### config.mk
export PLATFORM = sky130hd
export DESIGN_NAME = cwd_write_decoder
export DESIGN_NICKNAME = d
export VERILOG_FILES = /design/src/rtl/cwd_pkg.sv /design/src/rtl/cwd_classify.sv /design/src/rtl/cwd_init_seq.sv /design/src/rtl/cwd_op_regs.sv /design/src/rtl/cwd_write_decoder.sv
export SDC_FILE = /design/constraint.sdc
export NUM_CORES = 1
export LEC_CHECK = 0
export BUFFER_PORTS_ARGS = -buffer_cell sky130_fd_sc_hd__buf_2
export CAP_MARGIN = 20
export CORE_ASPECT_RATIO = 0.6
export CORE_MARGIN = 8
export CORE_UTILIZATION = 44
export DETAILED_ROUTE_END_ITERATION = 6
export PLACE_DENSITY = 0.73
export SLEW_MARGIN = 20
export SYNTH_ARGS = -nofsm -noshare
export SYNTH_HDL_FRONTEND = slang
export SYNTH_SLANG_ARGS = --single-unit
### constraint.sdc
create_clock -name clk -period 1.6 [get_ports clk]
set_clock_uncertainty 0.2 [all_clocks]
set_input_delay 0.16 -clock clk [delete_from_list [all_inputs] [get_ports clk]]
set_output_delay 0.16 -clock clk [all_outputs]
set_load 0.1 [all_outputs]
### src/rtl/cwd_pkg.sv
package cwd_pkg;
  typedef enum logic [1:0] {
    SEQ_IDLE = 2'd0,
    SEQ_TYPE = 2'd1,
    SEQ_CASC = 2'd2,
    SEQ_OPT  = 2'd3
  } seq_e;

  typedef struct packed {
    logic lead;   // leading setup word on even port
    logic eor;    // end-of-service / rotation word
    logic mode;   // mode-control word
    logic odd;    // any odd-port write
  } wr_class_t;
endpackage

### src/rtl/cwd_classify.sv
module cwd_classify
  import cwd_pkg::*;
#(
  parameter int DATA_W  = 8,
  parameter int TAG_BIT = 4,
  parameter int SEL_BIT = 3
) (
  input  logic              wr_en,
  input  logic              addr0,
  input  logic [DATA_W-1:0] wdata,
  output wr_class_t         cls
);
  logic even_wr;

  always_comb begin
    even_wr   = wr_en && !addr0;
    cls.lead  = even_wr && wdata[TAG_BIT];
    cls.eor   = even_wr && !wdata[TAG_BIT] && !wdata[SEL_BIT];
    cls.mode  = even_wr && !wdata[TAG_BIT] && wdata[SEL_BIT];
    cls.odd   = wr_en && addr0;
  end
endmodule

### src/rtl/cwd_init_seq.sv
module cwd_init_seq
  import cwd_pkg::*;
#(
  parameter int DATA_W = 8,
  parameter int LVL_W  = 3,
  localparam int VB_W  = DATA_W - LVL_W
) (
  input  logic              clk,
  input  logic              rst_n,
  input  wr_class_t         cls,
  input  logic [DATA_W-1:0] wdata,
  output logic              in_seq,
  output logic [VB_W-1:0]   vec_base,
  output logic              auto_eoi,
  output logic              single_mode,
  output logic              init_done,
  output logic              init_stb
);
  seq_e            state_q, state_d;
  logic            want_opt_q, want_opt_d;
  logic            single_d;
  logic            done_d;
  logic            aeoi_d;
  logic            vec_en;
  logic [VB_W-1:0] vec_d;

  assign in_seq = (state_q != SEQ_IDLE);

  // next state after the stage that just consumed an odd write
  always_comb begin
    state_d    = state_q;
    want_opt_d = want_opt_q;
    single_d   = single_mode;
    done_d     = init_done;
    aeoi_d     = auto_eoi;
    vec_en     = 1'b0;
    vec_d      = wdata[DATA_W-1:LVL_W];
    if (cls.lead) begin
      state_d    = SEQ_TYPE;
      want_opt_d = wdata[0];
      single_d   = wdata[1];
      done_d     = 1'b0;
      aeoi_d     = 1'b0;
    end else if (cls.odd) begin
      unique case (state_q)
        SEQ_TYPE: begin
          vec_en = 1'b1;
          if (!single_mode)    state_d = SEQ_CASC;
          else if (want_opt_q) state_d = SEQ_OPT;
          else begin
            state_d = SEQ_IDLE;
            done_d  = 1'b1;
          end
        end
        SEQ_CASC: begin
          if (want_opt_q) state_d = SEQ_OPT;
          else begin
            state_d = SEQ_IDLE;
            done_d  = 1'b1;
          end
        end
        SEQ_OPT: begin
          aeoi_d  = wdata[1];
          state_d = SEQ_IDLE;
          done_d  = 1'b1;
        end
        default: ;
      endcase
    end
  end

  always_ff @(posedge clk or negedge rst_n) begin
    if (!rst_n) begin
      state_q     <= SEQ_IDLE;
      want_opt_q  <= 1'b0;
      single_mode <= 1'b0;
      init_done   <= 1'b0;
      auto_eoi    <= 1'b0;
      init_stb    <= 1'b0;
    end else begin
      state_q     <= state_d;
      want_opt_q  <= want_opt_d;
      single_mode <= single_d;
      init_done   <= done_d;
      auto_eoi    <= aeoi_d;
      init_stb    <= cls.lead;
    end
  end

  always_ff @(posedge clk or negedge rst_n) begin
    if (!rst_n)      vec_base <= '0;
    else if (vec_en) vec_base <= vec_d;
  end

  assert_vec_only_type_stage_R3: assert property (@(posedge clk) disable iff (!rst_n)
    !$stable(vec_base) |-> $past(state_q == SEQ_TYPE));

  assert_done_after_odd_R4: assert property (@(posedge clk) disable iff (!rst_n)
    $rose(init_done) |-> $past(cls.odd));

  assert_restart_state_R2: assert property (@(posedge clk) disable iff (!rst_n)
    init_stb |-> (in_seq && !init_done && !auto_eoi));
endmodule

### src/rtl/cwd_op_regs.sv
module cwd_op_regs
  import cwd_pkg::*;
#(
  parameter int DATA_W = 8,
  parameter int LVL_W  = 3
) (
  input  logic              clk,
  input  logic              rst_n,
  input  wr_class_t         cls,
  input  logic              in_seq,
  input  logic [DATA_W-1:0] wdata,
  output logic [DATA_W-1:0] irq_mask,
  output logic              eoi_stb,
  output logic              prio_stb,
  output logic              cmd_rot,
  output logic              cmd_sl,
  output logic [LVL_W-1:0]  cmd_level,
  output logic              rot_aeoi,
  output logic              rd_isr,
  output logic              poll_stb,
  output logic              special_mask
);
  localparam int EOI_BIT = 5;
  localparam int SL_BIT  = 6;
  localparam int R_BIT   = 7;

  logic              run_eor, run_mode;
  logic              mask_en;
  logic [DATA_W-1:0] mask_d;
  logic              eoi_d, prio_d, poll_d;
  logic              rot_d, sl_d;
  logic [LVL_W-1:0]  lvl_d;
  logic              raeoi_en, raeoi_d;
  logic              rd_en, smm_en;

  always_comb begin
    run_eor  = cls.eor && !in_seq;
    run_mode = cls.mode && !in_seq;

    mask_en  = cls.lead || (cls.odd && !in_seq);
    mask_d   = cls.lead ? '0 : wdata;

    eoi_d    = run_eor && wdata[EOI_BIT];
    prio_d   = run_eor && !wdata[EOI_BIT] && wdata[R_BIT] && wdata[SL_BIT];
    rot_d    = (eoi_d || prio_d) && wdata[R_BIT];
    sl_d     = (eoi_d || prio_d) && wdata[SL_BIT];
    lvl_d    = (eoi_d || prio_d) ? wdata[LVL_W-1:0] : '0;

    raeoi_en = cls.lead || (run_eor && !wdata[EOI_BIT] && !wdata[SL_BIT]);
    raeoi_d  = !cls.lead && wdata[R_BIT];

    rd_en    = cls.lead || (run_mode && wdata[1]);
    smm_en   = cls.lead || (run_mode && wdata[SL_BIT]);
    poll_d   = run_mode && wdata[2];
  end

  // pulse registers: dropped after one cycle
  always_ff @(posedge clk or negedge rst_n) begin
    if (!rst_n) begin
      eoi_stb   <= 1'b0;
      prio_stb  <= 1'b0;
      cmd_rot   <= 1'b0;
      cmd_sl    <= 1'b0;
      cmd_level <= '0;
      poll_stb  <= 1'b0;
    end else begin
      eoi_stb   <= eoi_d;
      prio_stb  <= prio_d;
      cmd_rot   <= rot_d;
      cmd_sl    <= sl_d;
      cmd_level <= lvl_d;
      poll_stb  <= poll_d;
    end
  end

  // held registers with explicit enables
  always_ff @(posedge clk or negedge rst_n) begin
    if (!rst_n) begin
      irq_mask     <= '0;
      rot_aeoi     <= 1'b0;
      rd_isr       <= 1'b0;
      special_mask <= 1'b0;
    end else begin
      if (mask_en)  irq_mask     <= mask_d;
      if (raeoi_en) rot_aeoi     <= raeoi_d;
      if (rd_en)    rd_isr       <= !cls.lead && wdata[0];
      if (smm_en)   special_mask <= !cls.lead && wdata[EOI_BIT];
    end
  end

  assert_mask_cleared_R2: assert property (@(posedge clk) disable iff (!rst_n)
    cls.lead |=> (irq_mask == '0));

  assert_mask_frozen_R9: assert property (@(posedge clk) disable iff (!rst_n)
    (in_seq && !cls.lead) |=> $stable(irq_mask));

  assert_fields_dropped_R6: assert property (@(posedge clk) disable iff (!rst_n)
    !(eoi_stb || prio_stb) |-> (!cmd_rot && !cmd_sl && cmd_level == '0));

  assert_no_cmd_in_seq_R9: assert property (@(posedge clk) disable iff (!rst_n)
    (in_seq && !cls.lead) |=> (!eoi_stb && !prio_stb && !poll_stb));

  assert_prio_fields_R7: assert property (@(posedge clk) disable iff (!rst_n)
    prio_stb |-> (cmd_rot && cmd_sl && !eoi_stb));
endmodule

### src/rtl/cwd_write_decoder.sv
module cwd_write_decoder
  import cwd_pkg::*;
#(
  parameter int DATA_W = 8,
  parameter int LVL_W  = 3,
  localparam int VB_W  = DATA_W - LVL_W
) (
  input  logic              clk,
  input  logic              rst_n,
  input  logic              wr_en,
  input  logic              addr0,
  input  logic [DATA_W-1:0] wdata,
  output logic [DATA_W-1:0] irq_mask,
  output logic [VB_W-1:0]   vec_base,
  output logic              auto_eoi,
  output logic              single_mode,
  output logic              init_done,
  output logic              init_stb,
  output logic              eoi_stb,
  output logic              prio_stb,
  output logic              cmd_rot,
  output logic              cmd_sl,
  output logic [LVL_W-1:0]  cmd_level,
  output logic              rot_aeoi,
  output logic              rd_isr,
  output logic              poll_stb,
  output logic              special_mask
);
  wr_class_t cls;
  logic      in_seq;

  cwd_classify #(.DATA_W(DATA_W)) u_classify (
    .wr_en (wr_en),
    .addr0 (addr0),
    .wdata (wdata),
    .cls   (cls)
  );

  cwd_init_seq #(.DATA_W(DATA_W), .LVL_W(LVL_W)) u_init_seq (
    .clk         (clk),
    .rst_n       (rst_n),
    .cls         (cls),
    .wdata       (wdata),
    .in_seq      (in_seq),
    .vec_base    (vec_base),
    .auto_eoi    (auto_eoi),
    .single_mode (single_mode),
    .init_done   (init_done),
    .init_stb    (init_stb)
  );

  cwd_op_regs #(.DATA_W(DATA_W), .LVL_W(LVL_W)) u_op_regs (
    .clk          (clk),
    .rst_n        (rst_n),
    .cls          (cls),
    .in_seq       (in_seq),
    .wdata        (wdata),
    .irq_mask     (irq_mask),
    .eoi_stb      (eoi_stb),
    .prio_stb     (prio_stb),
    .cmd_rot      (cmd_rot),
    .cmd_sl       (cmd_sl),
    .cmd_level    (cmd_level),
    .rot_aeoi     (rot_aeoi),
    .rd_isr       (rd_isr),
    .poll_stb     (poll_stb),
    .special_mask (special_mask)
  );

  assert_odd_loads_mask_R5: assert property (@(posedge clk) disable iff (!rst_n)
    (wr_en && addr0 && !in_seq) |=> (irq_mask == $past(wdata)));

  assert_one_class_R2: assert property (@(posedge clk) disable iff (!rst_n)
    $onehot0({cls.lead, cls.eor, cls.mode, cls.odd}));
endmodule

==> results of run 1 <==
-- final cells by class --
class	instances	area [um^2]	area share, %
tap	34	42.5	2.40
multi-input combinational	72	470	26.5
clock buffer	8	100	5.65
sequential	31	777	43.8
inverter	3	11.3	0.635
timing repair buffer	57	372	21.0
-- routing by layer --
| metal | vias up | GRT usage [%] | part of all wire, % |
|---|---|---|---|
| li1 | 509 | - | - |
| met1 | 504 | 16.4 | 45 |
| met2 | 36 | 21.8 | 47 |
| met3 | 6 | 4.58 | 6.0 |
| met4 | 0 | 5.94 | 1.4 |
| met5 | - | 0 | 0 |
-- worst max-delay path: stages --
cell and delay, ps:
dlygate4sd3_1 550, buf_6 110, nand2_1 40, dlygate4sd3_1 570
nor3_2 110
-- stage by stage --
step                setup TNS (ps)  area, um^2  hold WS (ps)  power [uW]
floorplan                    -35.5        1290          -336        2380
global placement                 0        1570         -80.2        2640
detailed placement           -53.0        1570         -74.1        2660
CTS                              0        1760          3.48        3340
global route                     0        1770          15.3        3450
finish                           0        1770          18.4        3330
-- synth_stat cells (all sizes together), types with 2 or more instances --
master   n  area (um^2)
and3     3         18.8
dfrtp   31          776
clkbuf   2         8.75
buf      2         10.0
mux2     4         45.0
nand2   20         75.1
mux2i    4         40.0
inv      2         7.51
o21ai    5         25.0
nor2     7         26.3
or3      2         17.5
nor3     5         30.0
a22o     7         61.3
nand2b   2         12.5
-- placed cells by master, fill, tap and decap left out, types with 2 or more instances in the layout --
master         count
nor3_1             3
buf_4              8
inv_1              2
nand2_1           20
mux2_2             4
nor3_2             2
nor2_1             7
o21ai_0            5
dfrtp_1           30
buf_2             38
and3_1             3
a22o_1             7
clkbuf_8           7
mux2i_1            4
nand2b_1           2
dlygate4sd3_1      9
-- state kept, by name (all words and copies together), names as in the netlist --
name	cells
u_init_seq.init_stb	1
u_op_regs.rot_aeoi	1
u_op_regs.poll_stb	1
u_op_regs.cmd_rot	1
u_init_seq.want_opt_q	1
u_init_seq.init_done	1
u_op_regs.rd_isr	1
u_init_seq.vec_base	5
u_op_regs.eoi_stb	1
u_op_regs.irq_mask	8
u_op_regs.prio_stb	1
u_init_seq.single_mode	1
u_op_regs.special_mask	1
u_init_seq.state_q	2
u_op_regs.cmd_level	3
u_init_seq.auto_eoi	1
u_op_regs.cmd_sl	1
-- cells by family after synthesis --
| kind of cell | after synthesis | synth area share, % |
|---|---|---|
| buf+inv | 7 | 2.37 |
| flops | 31 | 61.1 |
| compound gates | 17 | 10.2 |
| mux | 8 | 6.71 |
| simple gates | 47 | 19.6 |
-- how the worst max path moves through the flow --
stage / start / end / slack [ps]
2_1_floorplan: u_init_seq.state_q[1] / u_op_regs.special_mask / -30
3_3_place_gp: addr0 / u_op_regs.special_mask / 10
3_5_place_dp: addr0 / u_op_regs.prio_stb / -30
4_1_cts: wdata[2] / u_op_regs.poll_stb / 70
5_1_grt: wdata[2] / u_op_regs.poll_stb / 3
6_report: wdata[2] / u_op_regs.poll_stb / 50
-- where the power goes --
part | switching [uW] | internal, uW
clock network | 269 | 392
logic | 1330 | 300
registers | 92.1 | 946
-- repair_timing --
| action | CTS | global route |
|---|---|---|
| setup endpoints to repair | 0 | 1 |
| hold endpoints to repair | 42 | 0 |
| gates resized for setup | 0 | 2 |
| hold buffers | 9 | 0 |
==> results.toml, run 1 <==
[status]
outcome = "finished, final reports clean"

[sta]
final.period_utilization_pct = 96.6
tightest_slew_ps = 498
fin_crit_ps = 1550
finalHoldViolCount = 0
finalSetupViolations = 0
layout_setup_ws_ps = 54.2
slew_headroom_pct = 67.0
rsz0062_at_grt = "false"
slew_viol_final = 0
fmax_ghz = 0.647

[finish]
stdcell_count = 205
syn2layout_area_growth_pct = 39.7
antennaDiodeCount = 0
final_core_utilization_pct = 63.0
drive_gt1_share_pct = 39.2
fillCellCount = 231
nNetsFinal = 182

[global_routing]
gr-total-overflow = 0
antenna_found_initial = 0
grt_pass1_vias = 1072
grtUsageTotal_pct = 13.6
grt_max_degree = 32
grt_pass1_wl_um = 5220

[floorplanning]
fp.dieH_um = 57.6
core_area_mm2 = 0.00282
ioPinCount = 40
num_rows = 15
start_util_pct = 45.1
die_area_mm2 = 0.00491
die_w_um = 85.3

[route]
drt-initial-drc-count = 116
totalWireLength_um = 3240
drc = 0
vias = 1055
viasPerCell = 5.15
wire_per_inst_um = 15.8
first_pass_iters = 4
drtAntennaViolNets = 0

[clock_tree]
clockBufferDepth = 2
cts_setup_buffers = 0
cts-buffers-inserted = 5
clkLatencyLatePin_ps = 280
clk_pin_slew_ps = 60
root_buffer = "clkbuf_8"
cts_tree = "yes"
htreeDepth = 2
cts.sinks = 31

[logic_synthesis]
synth_seq_area_share_pct = 61.1
synthArstFlopShare_pct = 100
syn_inst = 110
synth_area_mm2 = 0.00127
synth-main-ff-cell = "dfrtp_1"
ys_seq_elements = 31
syn_nets = 122
yosysUniqueCellTypes = 31
yosys_warnings = 0
synth_edf_count = 0
syn_area_per_cell_um2 = 11.5

[critical_path]
reg2regPathDepth = 3
critPathKind = "in -> reg"
cp-end-kind = "register"
crit_fanout = 3
worstPathArrival_ps = 1550
reg2reg_from = "u_init_seq.state_q[1]"
worst-r2r-setup-slack_ps = 70
crit_path_start_kind = "primary input"
crit_required_ps = 1600
r2r_end = "u_op_regs.special_mask"

[pwr]
powerDensity_mw_per_mm2 = 1880
p_leak_uw = 0.000934
vdd.ir_drop.worst_v = 0.00109

[place]
dp_hpwl_um = 2300
dp.cells = 188
pre_cts_ws_ps = -26.6
io_buffers = 39
routabilityCongestion = 0.917

[min_path]
min_from = "wdata[6]"
hp-class = "in -> reg"
worstHoldPathCells = 3
hold-path-endpoint = "u_op_regs.prio_stb"

[job]
cap_violations = 0
Note: power is estimated with default switching activity, not from simulation.
==> run 2, diff against run 1 <==
- CELL_PAD_IN_SITES_DETAIL_PLACEMENT: default -> 0
- CELL_PAD_IN_SITES_GLOBAL_PLACEMENT: default -> 1
- CORE_UTILIZATION: 44 -> 36
- PLACE_DENSITY: 0.73 -> default
- PLACE_DENSITY_LB_ADDON: default -> 0.1
- clock period: 1.6 -> 1.55 ns (I/O delays scaled with it)
==> run 2 against run 1 <==
Net effect: sequential power up 4%; combinational power up 4%; critical path type is now reg -> reg; core utilization down 9.0 points; via count up 0.95%; critical path depth down 2; largest power group unchanged; final cell count up 6.3%; power up 2.1%; clock power down 6.7%; cell area up 1.1%; register-to-register slack worse by 20 ps; global-route usage down 0.55 points.
==> results.toml, run 2 (same netlist as run 1, synthesis figures left out) <==
[sta]
worst_hold_slack_ps = 20.8
slew_headroom_pct = 67.1
finalHoldViolCount = 0
rsz0062_at_grt = "false"
tightest_slew_ps = 496
final.period_utilization_pct = 96.9
slew_viol_final = 0
fmax_ghz = 0.666
fin_tns_setup_ps = 0
layout_setup_ws_ps = 47.6
fin_crit_ps = 1500
finalSetupViolations = 0

[route]
wire_per_inst_um = 16.2
totalWireLength_um = 3520
viasPerCell = 4.89
drtAntennaViolNets = 0
drt-initial-drc-count = 43
drc = 0
first_pass_iters = 4
vias = 1065

[min_path]
hp-class = "in -> reg"

[finish]
nNetsFinal = 185
antennaDiodeCount = 0
largest_register = "u_op_regs.irq_mask"
top_regs = "u_op_regs.irq_mask (8), u_init_seq.vec_base (5), u_op_regs.cmd_level (3)"
drive_gt1_share_pct = 42.8
final_common_cell = "buf_2"
largest_register_ff_count = 8
most-common-layout-cells = "buf_2 (39), dfrtp_1 (29), nand2_1 (19)"
fillCellCount = 316
syn2layout_area_growth_pct = 41.3

[pwr]
powerDensity_mw_per_mm2 = 1890
vdd.ir_drop.worst_v = 0.00129
p_leak_uw = 0.000945

[critical_path]
crit_fanout = 7
crit_required_ps = 1550
critPathKind = "reg -> reg"
worstPathArrival_ps = 1500
cp-end-kind = "register"
crit_path_start_kind = "register"
slowest_delay_ps = 410
cp.buffers_inverters = 0
crit_chain = "or2_4 > or3_4 > nor3_2"
critPathTopFamily = "simple AND/OR/NAND/NOR gates"
slowest_stage = "dfrtp_1"

[place]
routabilityCongestion = 0.809
io_buffers = 39
dp_hpwl_um = 2520
pre_cts_ws_ps = -47.2

[global_routing]
grt_max_degree = 18
grt_pass1_wl_um = 5620
grtUsageTotal_pct = 13.1
grt_pass1_vias = 1144
gr-total-overflow = 0
antenna_found_initial = 0

[clock_tree]
htreeDepth = 2
cts_tree = "yes"
cts-buffers-inserted = 5
clk_pin_slew_ps = 60
root_buffer = "clkbuf_8"
cts.sinks = 31
clockBufferDepth = 2
clkLatencyLatePin_ps = 270

[floorplanning]
start_util_pct = 38.2
die_area_mm2 = 0.00574
fp.dieH_um = 62.0
core_area_mm2 = 0.00332
die_w_um = 92.6
num_rows = 16
ioPinCount = 40

[job]
cap_violations = 0

[status]
outcome = "finished, final reports clean"
[run 2: cell type report]
type	instances	area (um^2)	share of cell area [%]
repair buffers	60	385	21.5
flip-flops and latches	31	778	43.4
inverters	3	11.3	0.628
clock buffers	6	82.6	4.61
clock inverters	1	5.00	0.279
well taps	45	56.3	3.14
multi-input cells	72	474	26.4
[run 2: per-stage QoR]
step / cell area, um^2 / instances / utilization, % / power (uW)
after detailed placement: 1610 / 202 / 48.4 / 2760
after global placement: 1610 / 202 / 48.4 / 2740
after floorplan: 1290 / 110 / - / 2460
after global routing: 1790 / 218 / 54.0 / 3550
final: 1790 / 218 / 54.0 / 3400
after CTS: 1780 / 217 / 53.5 / 3420
[run 2: worst paths after layout]
check / slack [ps] / to / start / cells past startpoint
setup / recovery: 50 / u_op_regs.prio_stb / u_init_seq.state_q[0] / 3
hold / removal: 20 / u_op_regs.prio_stb / wdata[6] / 3
setup reg to reg: 50 / u_op_regs.prio_stb / u_init_seq.state_q[0] / 3
hold reg to reg: 290 / u_init_seq.vec_base[2] / u_init_seq.vec_base[2] / 2
max in group asynchronous: 610 / u_init_seq.state_q[1] / rst_n / 3
min in group asynchronous: 130 / u_op_regs.irq_mask[3] / rst_n / 2
[run 2: worst register-to-register path, cell delays in order, from the launching register on]
cell and delay, ps:
dfrtp_1 410, or2_4 300, or3_4 360, nor3_2 160
[run 2: what timing repair did]
item,4_1_cts,5_1_grt
hold endpoints to repair,44,0
buffers inserted,0,1
resized for setup,1,4
setup endpoints to repair,7,3
pin swaps,0,2
hold buffers,8,0
[run 2: routing by layer]
| metal | vias up | wire (um) | global-route usage, % |
|---|---|---|---|
| met4 | 0 | 54 | 5.00 |
| met3 | 6 | 260 | 5.04 |
| met5 | - | 0 | 0 |
| met1 | 507 | 1670 | 16.2 |
| li1 | 512 | - | - |
| met2 | 40 | 1540 | 20.4 |
[run 2: report_power, final]
group          total, uW  switching [uW]  leakage (uW)  internal (uW)
registers           1080            96.9      0.000405            979
clock network        617             270     0.0000470            347
logic               1700            1380      0.000493            324
total               3400            1750      0.000945           1650
==> run 3, diff against run 2 <==
- CORE_ASPECT_RATIO: 0.6 -> default
- CORE_MARGIN: 8 -> default
- PLACE_DENSITY: default -> 0.8
- PLACE_DENSITY_LB_ADDON: 0.1 -> default
==> run 3 against run 2 <==
Net effect: maximum frequency increased by 0.56%; global-route usage up 5.1 points; sequential power hardly changed; die area decreased by 34%; non-clock buffer count down 1; wire length down 17%; combinational power is essentially flat; clock power decreased by 14%; core utilization down 1.1 points; first-iteration DRC count decreased by 63%.
==> results.toml, run 3 (same netlist as run 1, synthesis figures left out) <==
[place]
io_buffers = 39
place_area_mm2 = 0.00159
dp_hpwl_um = 2070
routabilityCongestion = 0.849

[route]
totalWireLength_um = 2910
first_pass_iters = 4
vias = 1044
drt-initial-drc-count = 16
drc = 0
viasPerCell = 4.77
drtAntennaViolNets = 0
wire_per_inst_um = 13.3

[pwr]
powerDensity_mw_per_mm2 = 1830
vdd.ir_drop.worst_v = 0.000791
p_leak_uw = 0.000928

[critical_path]
worst-r2r-setup-slack_ps = 60
slowest_stage = "buf_2"
slowest_delay_ps = 430
reg2reg_from = "u_init_seq.state_q[1]"
critPathKind = "reg -> out"
crit_fanout = 2
crit_path_start_kind = "register"
critPathTopFamily = "buffers and inverters"
reg2regPathDepth = 3
worstPathArrival_ps = 1140
cp.buffers_inverters = 1
crit_path_end = "special_mask"
crit_start = "u_op_regs.special_mask"
crit_chain = "buf_2"
r2r_end = "u_op_regs.special_mask"
cp-end-kind = "output pin"
crit_required_ps = 1190
path_depth = 1

[finish]
antennaDiodeCount = 0
largest_register_ff_count = 8
final_common_cell = "buf_2"
largest_register = "u_op_regs.irq_mask"
finalInstanceArea_mm2 = 0.00178
final_core_utilization_pct = 52.9
most-common-layout-cells = "buf_2 (38), dfrtp_1 (30), nand2_1 (20)"
top_regs = "u_op_regs.irq_mask (8), u_init_seq.vec_base (5), u_op_regs.cmd_level (3)"
nNetsFinal = 184
drive_gt1_share_pct = 39.9
syn2layout_area_growth_pct = 40.2

[clock_tree]
cts_tree = "yes"
cts_setup_buffers = 0
cts-buffers-inserted = 5
clkLatencyLatePin_ps = 330
cts.sinks = 31
htreeDepth = 2
clk_pin_slew_ps = 90
root_buffer = "clkbuf_4"
clockBufferDepth = 2

[floorplanning]
ioPinCount = 40
start_util_pct = 37.7
die_w_um = 61.4
num_rows = 21
core_area_mm2 = 0.00336
die_area_mm2 = 0.00377
fp.dieH_um = 61.4

[global_routing]
grt_pass1_wl_um = 4730
grt_max_degree = 17
grtUsageTotal_pct = 18.2
grt_pass1_vias = 1011
gr-total-overflow = 0
antenna_found_initial = 0

[min_path]
min_from = "wdata[3]"
hp-class = "in -> reg"

[sta]
fin_tns_setup_ps = 0
fmax_ghz = 0.669
slew_viol_final = 0
worst_hold_slack_ps = 12.5
fin_crit_ps = 1490
tightest_slew_ps = 488
finalHoldViolCount = 0
finalSetupViolations = 0
final.period_utilization_pct = 96.4
slew_headroom_pct = 67.7
rsz0062_at_grt = "true"

[job]
cap_violations = 0

[status]
outcome = "finished, final reports clean"
==> run 3: cell count changes in the layout (fill, tap and decap cells not counted), sizes merged <==
cell / delta
buf: -5
clkbuf: +2
clkinv: -1
clkinvlp: +1
dlygate4sd3: +3
==> run 3: repair_timing <==
item                                    CTS  global route
endpoints found under the setup margin    0            10
hold buffers                             11             0
hold endpoints to repair                 57             0
resized for setup                         0             3
==> run 3: power breakdown <==
part,internal [uW],total [uW],switching [uW]
sequential,974,1060,87.2
clock,265,529,265
combinational,313,1670,1360
==> run 3: worst reg2reg max path, delay by kind of cell, from the launching register on <==
kind,cells,cell delay [ps]
AND/OR/NAND/NOR,3,840
flip-flops,1,410
==> run 3: final cells by class <==
cell class | count | area (um^2)
fill | 316 | 1580
sequential | 31 | 777
multi-input combinational | 72 | 473
timing repair buffer | 59 | 388
clock buffer | 7 | 65.1
tap | 46 | 57.6
inverter | 3 | 11.3
clock inverter | 1 | 7.51
==> run 3: metrics by stage <==
| step | std cells | worst slack [ps] | power, uW |
|---|---|---|---|
| after detailed placement | 200 | -65.4 | 2730 |
| after CTS | 219 | 21.2 | 3290 |
| after global routing | 219 | -22.1 | 3410 |
| after global placement | 200 | -46.2 | 2710 |
| final | 219 | 56.0 | 3260 |
| after floorplan | 110 | -80.2 | 2460 |
==> run 3: metal layers <==
| metal | global-route usage, % | routed length, um | vias to the layer above |
|---|---|---|---|
| met5 | 0 | 0 | - |
| met4 | 9.52 | 45 | 0 |
| met2 | 28.7 | 1490 | 21 |
| met1 | 23.4 | 1260 | 507 |
| li1 | - | - | 511 |
| met3 | 4.41 | 121 | 5 |
==> run 3: worst min-delay path by stage <==
| stage | endpoint | cells past startpoint |
|---|---|---|
| finish | u_op_regs.cmd_rot | 3 |
| global route | u_op_regs.cmd_rot | 3 |
| CTS | u_op_regs.eoi_stb | 3 |
| detailed placement | u_op_regs.cmd_sl | 1 |
| global placement | u_op_regs.cmd_rot | 1 |
| floorplan | u_init_seq.auto_eoi | 0 |
